`src/rtl/mre_pkg.sv`:
```
package mre_pkg;

   typedef enum logic [2:0] {
      OPC_AND  = 3'd0,
      OPC_ADD  = 3'd1,
      OPC_INCS = 3'd2,
      OPC_STCL = 3'd3,
      OPC_CALL = 3'd4,
      OPC_JUMP = 3'd5,
      OPC_RSV6 = 3'd6,
      OPC_RSV7 = 3'd7
   } opc_e;

   typedef enum logic [2:0] {
      ST_IDLE  = 3'd0,
      ST_PTR_A = 3'd1,
      ST_PTR_D = 3'd2,
      ST_EXEC  = 3'd3,
      ST_DATA  = 3'd4
   } seq_e;

   function automatic logic reads_operand(input logic [2:0] op);
      return (op == OPC_AND) || (op == OPC_ADD) || (op == OPC_INCS);
   endfunction

endpackage

```
`src/rtl/mre_alu.sv`:
```
module mre_alu #(
   parameter int WORD_W       = 12,
   parameter bit ADDER_RIPPLE = 1'b1
) (
   input  logic [WORD_W-1:0] ac_i,
   input  logic [WORD_W-1:0] mem_i,
   output logic [WORD_W-1:0] and_o,
   output logic [WORD_W-1:0] sum_o,
   output logic              carry_o,
   output logic [WORD_W-1:0] inc_o,
   output logic              inc_zero_o
);

   localparam logic [WORD_W-1:0] ONE = {{(WORD_W-1){1'b0}}, 1'b1};

   assign and_o = ac_i & mem_i;

   generate
      if (ADDER_RIPPLE) begin : g_ripple
         logic [WORD_W:0] cy;
         assign cy[0] = 1'b0;
         for (genvar i = 0; i < WORD_W; i++) begin : g_bit
            assign sum_o[i]  = ac_i[i] ^ mem_i[i] ^ cy[i];
            assign cy[i+1]   = (ac_i[i] & mem_i[i]) | (cy[i] & (ac_i[i] ^ mem_i[i]));
         end
         assign carry_o = cy[WORD_W];
      end else begin : g_behav
         assign {carry_o, sum_o} = {1'b0, ac_i} + {1'b0, mem_i};
      end
   endgenerate

   assign inc_o      = mem_i + ONE;
   assign inc_zero_o = (inc_o == '0);

endmodule

```
`src/rtl/mre_seq.sv`:
```
module mre_seq
   import mre_pkg::*;
(
   input  logic       clk,
   input  logic       rst_n,
   input  logic       start_i,
   input  logic [2:0] op_i,
   input  logic       ind_i,
   input  logic [2:0] op_q_i,
   output seq_e       state_o,
   output logic       finish_o
);

   seq_e state_q, state_d;

   always_comb begin
      state_d  = state_q;
      finish_o = 1'b0;
      unique case (state_q)
         ST_IDLE: begin
            if (start_i) begin
               if (ind_i && (op_i != OPC_RSV6) && (op_i != OPC_RSV7))
                  state_d = ST_PTR_A;
               else
                  state_d = ST_EXEC;
            end
         end
         ST_PTR_A: state_d = ST_PTR_D;
         ST_PTR_D: begin
            if (op_q_i == OPC_JUMP) begin
               state_d  = ST_IDLE;
               finish_o = 1'b1;
            end else begin
               state_d = ST_EXEC;
            end
         end
         ST_EXEC: begin
            if (reads_operand(op_q_i)) begin
               state_d = ST_DATA;
            end else begin
               state_d  = ST_IDLE;
               finish_o = 1'b1;
            end
         end
         ST_DATA: begin
            state_d  = ST_IDLE;
            finish_o = 1'b1;
         end
         default: state_d = ST_IDLE;
      endcase
   end

   always_ff @(posedge clk) begin
      if (!rst_n) state_q <= ST_IDLE;
      else        state_q <= state_d;
   end

   assign state_o = state_q;

endmodule

```
`src/rtl/mre_exec.sv`:
```
module mre_exec
   import mre_pkg::*;
#(
   parameter int WORD_W       = 12,
   parameter bit ADDER_RIPPLE = 1'b1
) (
   input  logic              clk,
   input  logic              rst_n,
   input  logic              start_i,
   input  logic [2:0]        op_i,
   input  logic              ind_i,
   input  logic [WORD_W-1:0] addr_i,
   output logic              busy_o,
   output logic              done_o,
   output logic [WORD_W-1:0] ac_o,
   output logic              link_o,
   output logic [WORD_W-1:0] pc_o,
   output logic [WORD_W-1:0] mem_addr_o,
   output logic [WORD_W-1:0] mem_wdata_o,
   output logic              mem_we_o,
   input  logic [WORD_W-1:0] mem_rdata_i
);

   localparam logic [WORD_W-1:0] ONE = {{(WORD_W-1){1'b0}}, 1'b1};

   generate
      if (WORD_W < 4) begin : g_bad_width
         $error("mre_exec: WORD_W must be at least 4");
      end
   endgenerate

   seq_e              state;
   logic              finish;
   logic [2:0]        op_q;
   logic [WORD_W-1:0] ea_q;
   logic [WORD_W-1:0] ac_q, pc_q;
   logic              link_q, done_q;

   logic [WORD_W-1:0] and_res, sum_res, inc_res;
   logic              add_cy, inc_zero;

   mre_seq u_seq (
      .clk      (clk),
      .rst_n    (rst_n),
      .start_i  (start_i),
      .op_i     (op_i),
      .ind_i    (ind_i),
      .op_q_i   (op_q),
      .state_o  (state),
      .finish_o (finish)
   );

   mre_alu #(.WORD_W(WORD_W), .ADDER_RIPPLE(ADDER_RIPPLE)) u_alu (
      .ac_i       (ac_q),
      .mem_i      (mem_rdata_i),
      .and_o      (and_res),
      .sum_o      (sum_res),
      .carry_o    (add_cy),
      .inc_o      (inc_res),
      .inc_zero_o (inc_zero)
   );

   // instruction capture and pointer follow
   always_ff @(posedge clk) begin
      if (!rst_n) begin
         op_q <= '0;
         ea_q <= '0;
      end else if (state == ST_IDLE && start_i) begin
         op_q <= op_i;
         ea_q <= addr_i;
      end else if (state == ST_PTR_D) begin
         ea_q <= mem_rdata_i;
      end
   end

   // architectural registers
   always_ff @(posedge clk) begin
      if (!rst_n) begin
         ac_q   <= '0;
         link_q <= 1'b0;
         pc_q   <= '0;
      end else begin
         unique case (state)
            ST_PTR_D: if (op_q == OPC_JUMP) pc_q <= mem_rdata_i;
            ST_EXEC: begin
               if (op_q == OPC_STCL) ac_q <= '0;
               if (op_q == OPC_CALL) pc_q <= ea_q + ONE;
               if (op_q == OPC_JUMP) pc_q <= ea_q;
            end
            ST_DATA: begin
               if (op_q == OPC_AND) ac_q <= and_res;
               if (op_q == OPC_ADD) begin
                  ac_q <= sum_res;
                  if (add_cy) link_q <= ~link_q;
               end
               if (op_q == OPC_INCS && inc_zero) pc_q <= pc_q + ONE;
            end
            default: ;
         endcase
      end
   end

   always_ff @(posedge clk) begin
      if (!rst_n) done_q <= 1'b0;
      else        done_q <= finish;
   end

   always_comb begin
      mem_we_o    = 1'b0;
      mem_wdata_o = ac_q;
      if (state == ST_EXEC && op_q == OPC_STCL) begin
         mem_we_o = 1'b1;
      end else if (state == ST_EXEC && op_q == OPC_CALL) begin
         mem_we_o    = 1'b1;
         mem_wdata_o = pc_q;
      end else if (state == ST_DATA && op_q == OPC_INCS) begin
         mem_we_o    = 1'b1;
         mem_wdata_o = inc_res;
      end
   end

   assign mem_addr_o = ea_q;
   assign busy_o     = (state != ST_IDLE);
   assign done_o     = done_q;
   assign ac_o       = ac_q;
   assign link_o     = link_q;
   assign pc_o       = pc_q;

endmodule

```
`config.mk`:
```
export PLATFORM = sky130hd
export DESIGN_NAME = mre_exec
export DESIGN_NICKNAME = d
export VERILOG_FILES = /design/src/rtl/mre_pkg.sv /design/src/rtl/mre_alu.sv /design/src/rtl/mre_seq.sv /design/src/rtl/mre_exec.sv
export SDC_FILE = /design/constraint.sdc
export NUM_CORES = 1
export LEC_CHECK = 0
export BUFFER_PORTS_ARGS = -buffer_cell sky130_fd_sc_hd__buf_2
export CORE_MARGIN = 3
export CORE_UTILIZATION = 60
export DETAILED_ROUTE_END_ITERATION = 6
export PLACE_DENSITY = 0.95
export SLEW_MARGIN = 10
export SYNTH_ARGS = -nofsm -noshare
export SYNTH_HDL_FRONTEND = slang
export SYNTH_HIERARCHICAL = 1
export SYNTH_SLANG_ARGS = --single-unit
export TNS_END_PERCENT = 5
```
`constraint.sdc`:
```
create_clock -name clk -period 9.8 [get_ports clk]
set_input_delay 1.96 -clock clk [delete_from_list [all_inputs] [get_ports clk]]
set_output_delay 1.96 -clock clk [all_outputs]
set_load 0.03 [all_outputs]
```
==> impl_results.md, run 1 <==
- HP Start: ac_o[0]$_SDFFE_PN0P_
- Crit Path Max Fanout: 8
- Slowest cell on the critical path: fa_1
- DIE HEIGHT: between 80 and 90 um
- R2R cell count: 20
- Multiplexer share of the synthesized area: 0.109
- Fmax: 145 MHz
- Clk root buf: clkbuf_8
- Hold Violations, Final: 0
- Worst vdd ir: 0.0000813 V
- Post-synth EDFFs: 0
- Pre-Repair DR Iteration Count: 6
- Max-slew violations: 0
- CTS tree: done
- Residual DRC: 0
- Yosys warns: 6
- Hpwl dp: roughly 7200 um
- Full die area: 0.00712 mm2
- Placed insts: between 500 and 600
- R2R Path Start: ac_o[0]$_SDFFE_PN0P_
- First DRT Iteration DRCs: 391
- DR WL/cell: 16.7 um
- Setup Buffers After CTS: 0
- Area Overhead vs Synth: 12.8%
- Vias per cell: about 6.2
- Register area: a little under 900 um2
- Fin crit share: 0.702
- Hold Path Class: reg2reg
- Share of cells above drive strength 1: 0.208
- Worst path max stage delay: roughly 0.4 ns
- Insertion delay to the later sink of the worst-skew pair: around 0.31 ns
- CTS Sinks: 44
- Final min period: 6.88 ns
- Cells along the critical path: buf_2 -> ha_1 -> inv_1 -> fa_1 -> inv_1 -> fa_1 -> fa_1 -> fa_1 -> fa_1 -> fa_1 -> fa_1 -> fa_1 -> fa_1 -> fa_1 -> inv_1 -> fa_1 -> inv_1 -> nand2_1 -> a21oi_1 -> mux2i_1 -> nor2b_1
- Setup TNS: 0 ns
- Total number of vias: approximately 3600
- Total of max-cap violations: 0
- Worst hold path cell count: 2
- Adder-Cell Fraction of Synth Area: 0.111
- Clock slew at reported path FFs: approximately 0.090 ns
- Synthesized Nets: between 500 and 600
- Input/output buffers: 82
- Startpoint types: input port
- RSZ-0062 raised after global routing: false
- Max-Slew Margin vs Limit: 0.344
- Leak pwr: about 2 nW
- Syn avg cell area: ~8 um2
- Placer Congestion: between 0.9 and 1
- Netlist Area Pre-Place: ~0.0037 mm2
- FP Rows: 27
- All-Layer GR Usage: 0.278
- Compound-Gate Fraction of Synth Area: 0.162
- Post-CTS resize count: 0
- Synth Instances: 449
- Most frequent CP cell: fa_1
- ANT nets after route: 0
- Final worst clock skew: 0.00828 ns
- Setup crit end kind: flip-flop
- Largest family of logic cells by synthesized area: simple AND/OR/NAND/NOR gates
- Die width: between 80 and 90 um
- Number of synthesized register bits: 44
- Starting density of the core: 0.646
- CP arrival: roughly 7.1 ns
- WS Path Type: in2reg
- Post-synthesis sequential area ratio: 0.239
- Initial antenna violation count: 0
- Top_reg_cell synth: dfxtp_1
- TritonCTS Buffers: 5
- Final setup vio count: 0
- PwrDens: 106 mW/mm2
- Final wirelength: slightly below 10000 um
- Worst endpoint required time: about 10 ns
- Hold EP: ac_o[0]$_SDFFE_PN0P_
- Inserted Diodes: 0
- Number of global-route vias before repair: approximately 3300
- Post-synthesis simple-gate area fraction: 0.246
- Reg2reg end: ac_o[11]$_SDFFE_PN0P_
- Fill count: roughly 440
- Post-route insts no fill: ~590
- Htree depth: 2
- Top delay family on crit path: adder cells
- Remaining global-route overflow: 0
- Library cells used by synthesis: between 50 and 60
- Worst path bufs/invs: 5
- Longest Clk Path Bufs: 2
- Worst-margin pin slew: between 0.9 and 1 ns
- Status: complete, no violations
- Multi-input logic area: 0.00260 mm2
- Core area: between 0.005 and 0.006 mm2
- Cts hold-fix bufs: 0
- Xor/xnor cell area share of the yosys netlist: 0.0784
- Layout Nets: 570
- Number of cells on the critical path: 21
- Post-synth ARST share: 0
- Largest net degree at the start of global routing: 43
- Reg2reg setup slack: 4.40 ns
- First-pass GRT wire length: about 16000 um
- Ports: 83
## worst min-delay path: stages, from the launching register on
cell and delay [ns]:
dfxtp_1 0.34, mux2i_1 0.13, nor2b_1 0.06
## where the power goes
group / leakage, nW / switching [mW] / internal [mW]
clock network: 0.0455 / 0.0638 / 0.0576
logic: 1.57 / 0.0701 / 0.0437
registers: 0.358 / 0.0188 / 0.188
## synthesized netlist by cell type (all sizes together), types with 8 or more instances
cell type / instances / area (um2)
nand2: 67 / 251
dfxtp: 44 / 881
mux2i: 40 / 400
a21oi: 35 / 179
nor2: 25 / 104
nand3: 20 / 100
inv: 19 / 71.3
xnor2: 19 / 166
buf: 15 / 90.1
ha: 15 / 188
nor2b: 15 / 93.8
xor2: 14 / 123
o211a: 13 / 130
clkbuf: 12 / 45.0
o21ai: 12 / 63.8
fa: 11 / 220
nor3: 11 / 55.1
nand4: 8 / 56.3
## worst max-delay path by stage
stage	slack [ns]	startpoint	to
global placement	2.79	mem_rdata_i[0]	ac_o[11]$_SDFFE_PN0P_
global route	2.72	mem_rdata_i[0]	ac_o[11]$_SDFFE_PN0P_
floorplan	3.14	mem_rdata_i[0]	ac_o[11]$_SDFFE_PN0P_
finish	2.92	mem_rdata_i[0]	ac_o[11]$_SDFFE_PN0P_
detailed placement	2.66	mem_rdata_i[0]	ac_o[11]$_SDFFE_PN0P_
CTS	2.96	mem_rdata_i[0]	ac_o[11]$_SDFFE_PN0P_
## state kept, by name, indices dropped and copies added (netlist names)
| signal | count |
|---|---|
| done_o | 1 |
| pc_o | 12 |
| link_o | 1 |
| ac_o | 12 |
| u_seq/state_o | 3 |
| op_q | 3 |
| mem_addr_o | 12 |
## area by class of cell
cell class | count | share of cell area
Sequential cell | 44 | 0.212
Tap cell | 72 | 0.0217
Multi-Input combinational cell | 359 | 0.625
Clock buffer | 8 | 0.0217
Timing Repair Buffer | 84 | 0.102
Inverter | 19 | 0.0171
## metrics by stage
stage / total power [mW] / hold WS, ns / worst slack, ns / util / area [um2]
final: 0.442 / 0.567 / 2.92 / 0.728 / 4160
after global routing: 0.465 / 0.614 / 2.72 / 0.728 / 4160
after CTS: 0.441 / 0.573 / 2.96 / 0.728 / 4160
after detailed placement: 0.322 / 0.558 / 2.66 / 0.713 / 4070
after global placement: 0.318 / 0.557 / 2.79 / 0.713 / 4070
after floorplan: 0.287 / 0.480 / 3.14 / - / 3690
## cell usage in the layout (no fill, tap or decap), drive strengths merged, types with 3 or more instances in the layout
cell type,count
a21oi,35
a22oi,5
a31oi,5
buf,84
clkbuf,8
dfxtp,44
fa,11
ha,15
inv,19
mux2i,40
nand2,67
nand2b,3
nand3,20
nand4,8
nor2,25
nor2b,15
nor3,11
nor4,5
o211a,13
o21ai,12
o221a,4
xnor2,19
xor2,14
## metal layers
metal  share of wire  track usage
met4           0.022       0.0935
met3           0.089       0.0530
met5               0            0
met1            0.43        0.384
met2            0.46        0.438
## cells by family (layout without fill, tap and decap cells)
logic type               after synthesis  after routing
multiplexers                          40             40
AND/OR/NAND/NOR                      173            173
AO/OA/AOI/OAI                         87             87
flip-flops                            44             44
adder cells (fa/ha/maj)               26             26
XOR/XNOR                              33             33
buffers and inverters                 46            111
No activity file was read; power rests on OpenSTA's default activity.
==> run 2: changes to the inputs <==
- ABC_AREA: unset -> 1
- CORE_UTILIZATION: 60 -> 56
- PLACE_DENSITY: 0.95 -> 0.94
- clock period: 9.8 -> 7.05 ns (I/O delays scaled with it)
==> impl_results.md, run 2 <==
- Status: complete, no violations
- Worst-margin pin slew: between 0.9 and 1 ns
- Worst hold path cell count: 1
- FP Rows: 29
- Syn avg cell area: 6.25 um2
- Number of synthesized register bits: 44
- Post-synth EDFFs: 0
- Library cells used by synthesis: 40
- Top cell type by total area after synthesis: dfxtp_1
- Worst path bufs/invs: 5
- Crit Path Max Fanout: 6
- DIE HEIGHT: ~90 um
- PwrDens: 179 mW/mm2
- Number of global-route vias before repair: 4031
- Clk root buf: clkbuf_8
- Layout Nets: 740
- Longest Clk Path Bufs: 2
- Max-slew violations: 0
- Hold Path Class: reg2reg
- Final min period: roughly 6 ns
- Setup crit end kind: flip-flop
- Slowest cell on the critical path: fa_1
- R2R cell count: 18
- Total of max-cap violations: 0
- ANT nets after route: 0
- Htree depth: 2
- Commonest non-fill, non-tap cell in the layout: nand2_1
- Hpwl dp: between 8000 and 9000 um
- Setup Buffers After CTS: 0
- Core area: ~0.0065 mm2
- Post-route setup slack: 0.987 ns
- Min Hold Slack: 0.485 ns
- Residual DRC: 0
- Top-count cell post-synth: nand2_1
- Hold Violations, Final: 0
- Yosys warns: 6
- Synth top area cells: dfxtp_1, nand2_1, nor2_1, o21ai_0, inv_1
- Ports: 83
- Initial antenna violation count: 0
- Area Overhead vs Synth: 13.0%
- Clock slew at reported path FFs: around 0.090 ns
- Reg2reg setup slack: 1.85 ns
- DR WL/cell: 15.3 um
- Netlist Area Pre-Place: between 0.003 and 0.004 mm2
- Setup TNS: 0 ns
- R2R Path Start: ac_o[0]$_SDFFE_PN0P_
- Worst vdd ir: about 0.000085 V
- WS Path Type: in2reg
- Commonest non-fill, non-tap cells in the layout: nand2_1, buf_2, nor2_1, inv_1, o21ai_0
- Synth Instances: around 620
- Final wirelength: about 12000 um
- Insertion delay to the later sink of the worst-skew pair: ~0.31 ns
- Synthesized Nets: between 600 and 700
- Reg2reg end: ac_o[11]$_SDFFE_PN0P_
- Die width: ~89 um
- All-Layer GR Usage: 0.299
- Fmax: about 160 MHz
- Share of cells above drive strength 1: 0.190
- Startpoint types: input port
- Vias per cell: around 5.8
- Full die area: around 0.0079 mm2
- Cells along the critical path: buf_2 -> ha_1 -> inv_1 -> fa_1 -> inv_1 -> fa_1 -> fa_1 -> fa_1 -> fa_1 -> fa_1 -> fa_1 -> fa_1 -> fa_1 -> fa_1 -> inv_1 -> fa_1 -> inv_1 -> o21ai_0 -> a21oi_1
- CP arrival: approximately 6.3 ns
- Post-CTS resize count: 0
- Worst path max stage delay: 0.41 ns
- First DRT Iteration DRCs: between 400 and 500
- Most frequent CP cell: fa_1
- Hold EP: link_o$_SDFFE_PN0P_
- Largest net degree at the start of global routing: 44
- Starting density of the core: 0.592
- Post-synth ARST share: 0
- Post-Place Worst Slack: ~0.65 ns
- Leak pwr: 2.16 nW
- Final worst clock skew: between 0.007 and 0.008 ns
- Post-route insts no fill: approximately 760
- Synth top cells by count: nand2_1, nor2_1, inv_1
- Top cell type's share of synthesized area: 0.229
- HP Start: link_o$_SDFFE_PN0P_
- Input/output buffers: 82
- Pre-Repair DR Iteration Count: 6
- Post-synthesis sequential area ratio: 0.229
- CTS tree: done
- Fin crit share: 0.860
- Inserted Diodes: 0
- Final setup vio count: 0
- Placer Congestion: between 0.9 and 1
- CTS Sinks: 44
- Top_reg_cell synth: dfxtp_1
- Max-Slew Margin vs Limit: 0.392
- TritonCTS Buffers: 5
- Total number of vias: approximately 4400
- First-pass GRT wire length: roughly 19000 um
- Top delay family on crit path: adder cells
- Placed insts: about 750
- Worst endpoint required time: around 7.3 ns
- RSZ-0062 raised after global routing: false
- Cts hold-fix bufs: 0
- Remaining global-route overflow: 0
run 2: how the worst max path moves through the flow:
stage              startpoint               endpoint  slack (ns)  cells past startpoint
6_report       mem_rdata_i[0]  ac_o[11]$_SDFFE_PN0P_        0.99                     19
5_1_grt        mem_rdata_i[0]  ac_o[11]$_SDFFE_PN0P_        0.77                     19
4_1_cts        mem_rdata_i[0]  ac_o[11]$_SDFFE_PN0P_        0.96                     19
3_5_place_dp   mem_rdata_i[0]  ac_o[11]$_SDFFE_PN0P_        0.65                     19
3_3_place_gp   mem_rdata_i[0]  ac_o[11]$_SDFFE_PN0P_        0.80                     19
2_1_floorplan  mem_rdata_i[0]  ac_o[11]$_SDFFE_PN0P_        1.07                     18
run 2: power by group:
part	switching (mW)	internal [mW]
Combinational	0.179	0.0726
Clock	0.0992	0.116
Sequential	0.0402	0.272
Total	0.319	0.461
run 2: cell type report:
type                            count  area, um2
Multi-Input combinational cell    471       2540
Fill cell                         582       2150
Sequential cell                    44        881
Timing Repair Buffer               82        410
Inverter                           79        297
Tap cell                           77       96.3
Clock buffer                        6       82.6
Clock inverter                      2       38.8
run 2: worst reg2reg max path: cells and delay by family (launching register included):
kind / cells / cell delay (ns)
buf+inv: 4 / 0.26
fa+ha+maj: 12 / 4.32
flops: 1 / 0.36
compound gates: 2 / 0.22
run 2: kinds of logic (layout without fill, tap and decap cells):
group	count (synthesis)	in the layout	synth area share
adders and majority gates	26	26	0.106
and+or+nand+nor	307	307	0.358
DFF	44	44	0.229
xor gates and xnor gates	4	4	0.00911
AOI/OAI and AO/OA	134	134	0.188
buffers and inverters	101	169	0.110
run 2: layer usage:
layer	vias up	share of wire	GRT usage	wire length (um)
li1	2126	-	-	-
met1	2002	0.43	0.406	4990
met2	266	0.45	0.474	5200
met3	41	0.091	0.0442	1060
met4	0	0.031	0.129	362
met5	-	0	0	0
run 2: through the flow:
stage | area (um2) | power, mW | utilization
6_report | 4350 | 0.779 | 0.669
5_1_grt | 4350 | 0.820 | 0.669
4_1_cts | 4350 | 0.773 | 0.669
3_5_place_dp | 4230 | 0.562 | 0.651
3_3_place_gp | 4230 | 0.554 | 0.651
2_1_floorplan | 3850 | 0.489 | -
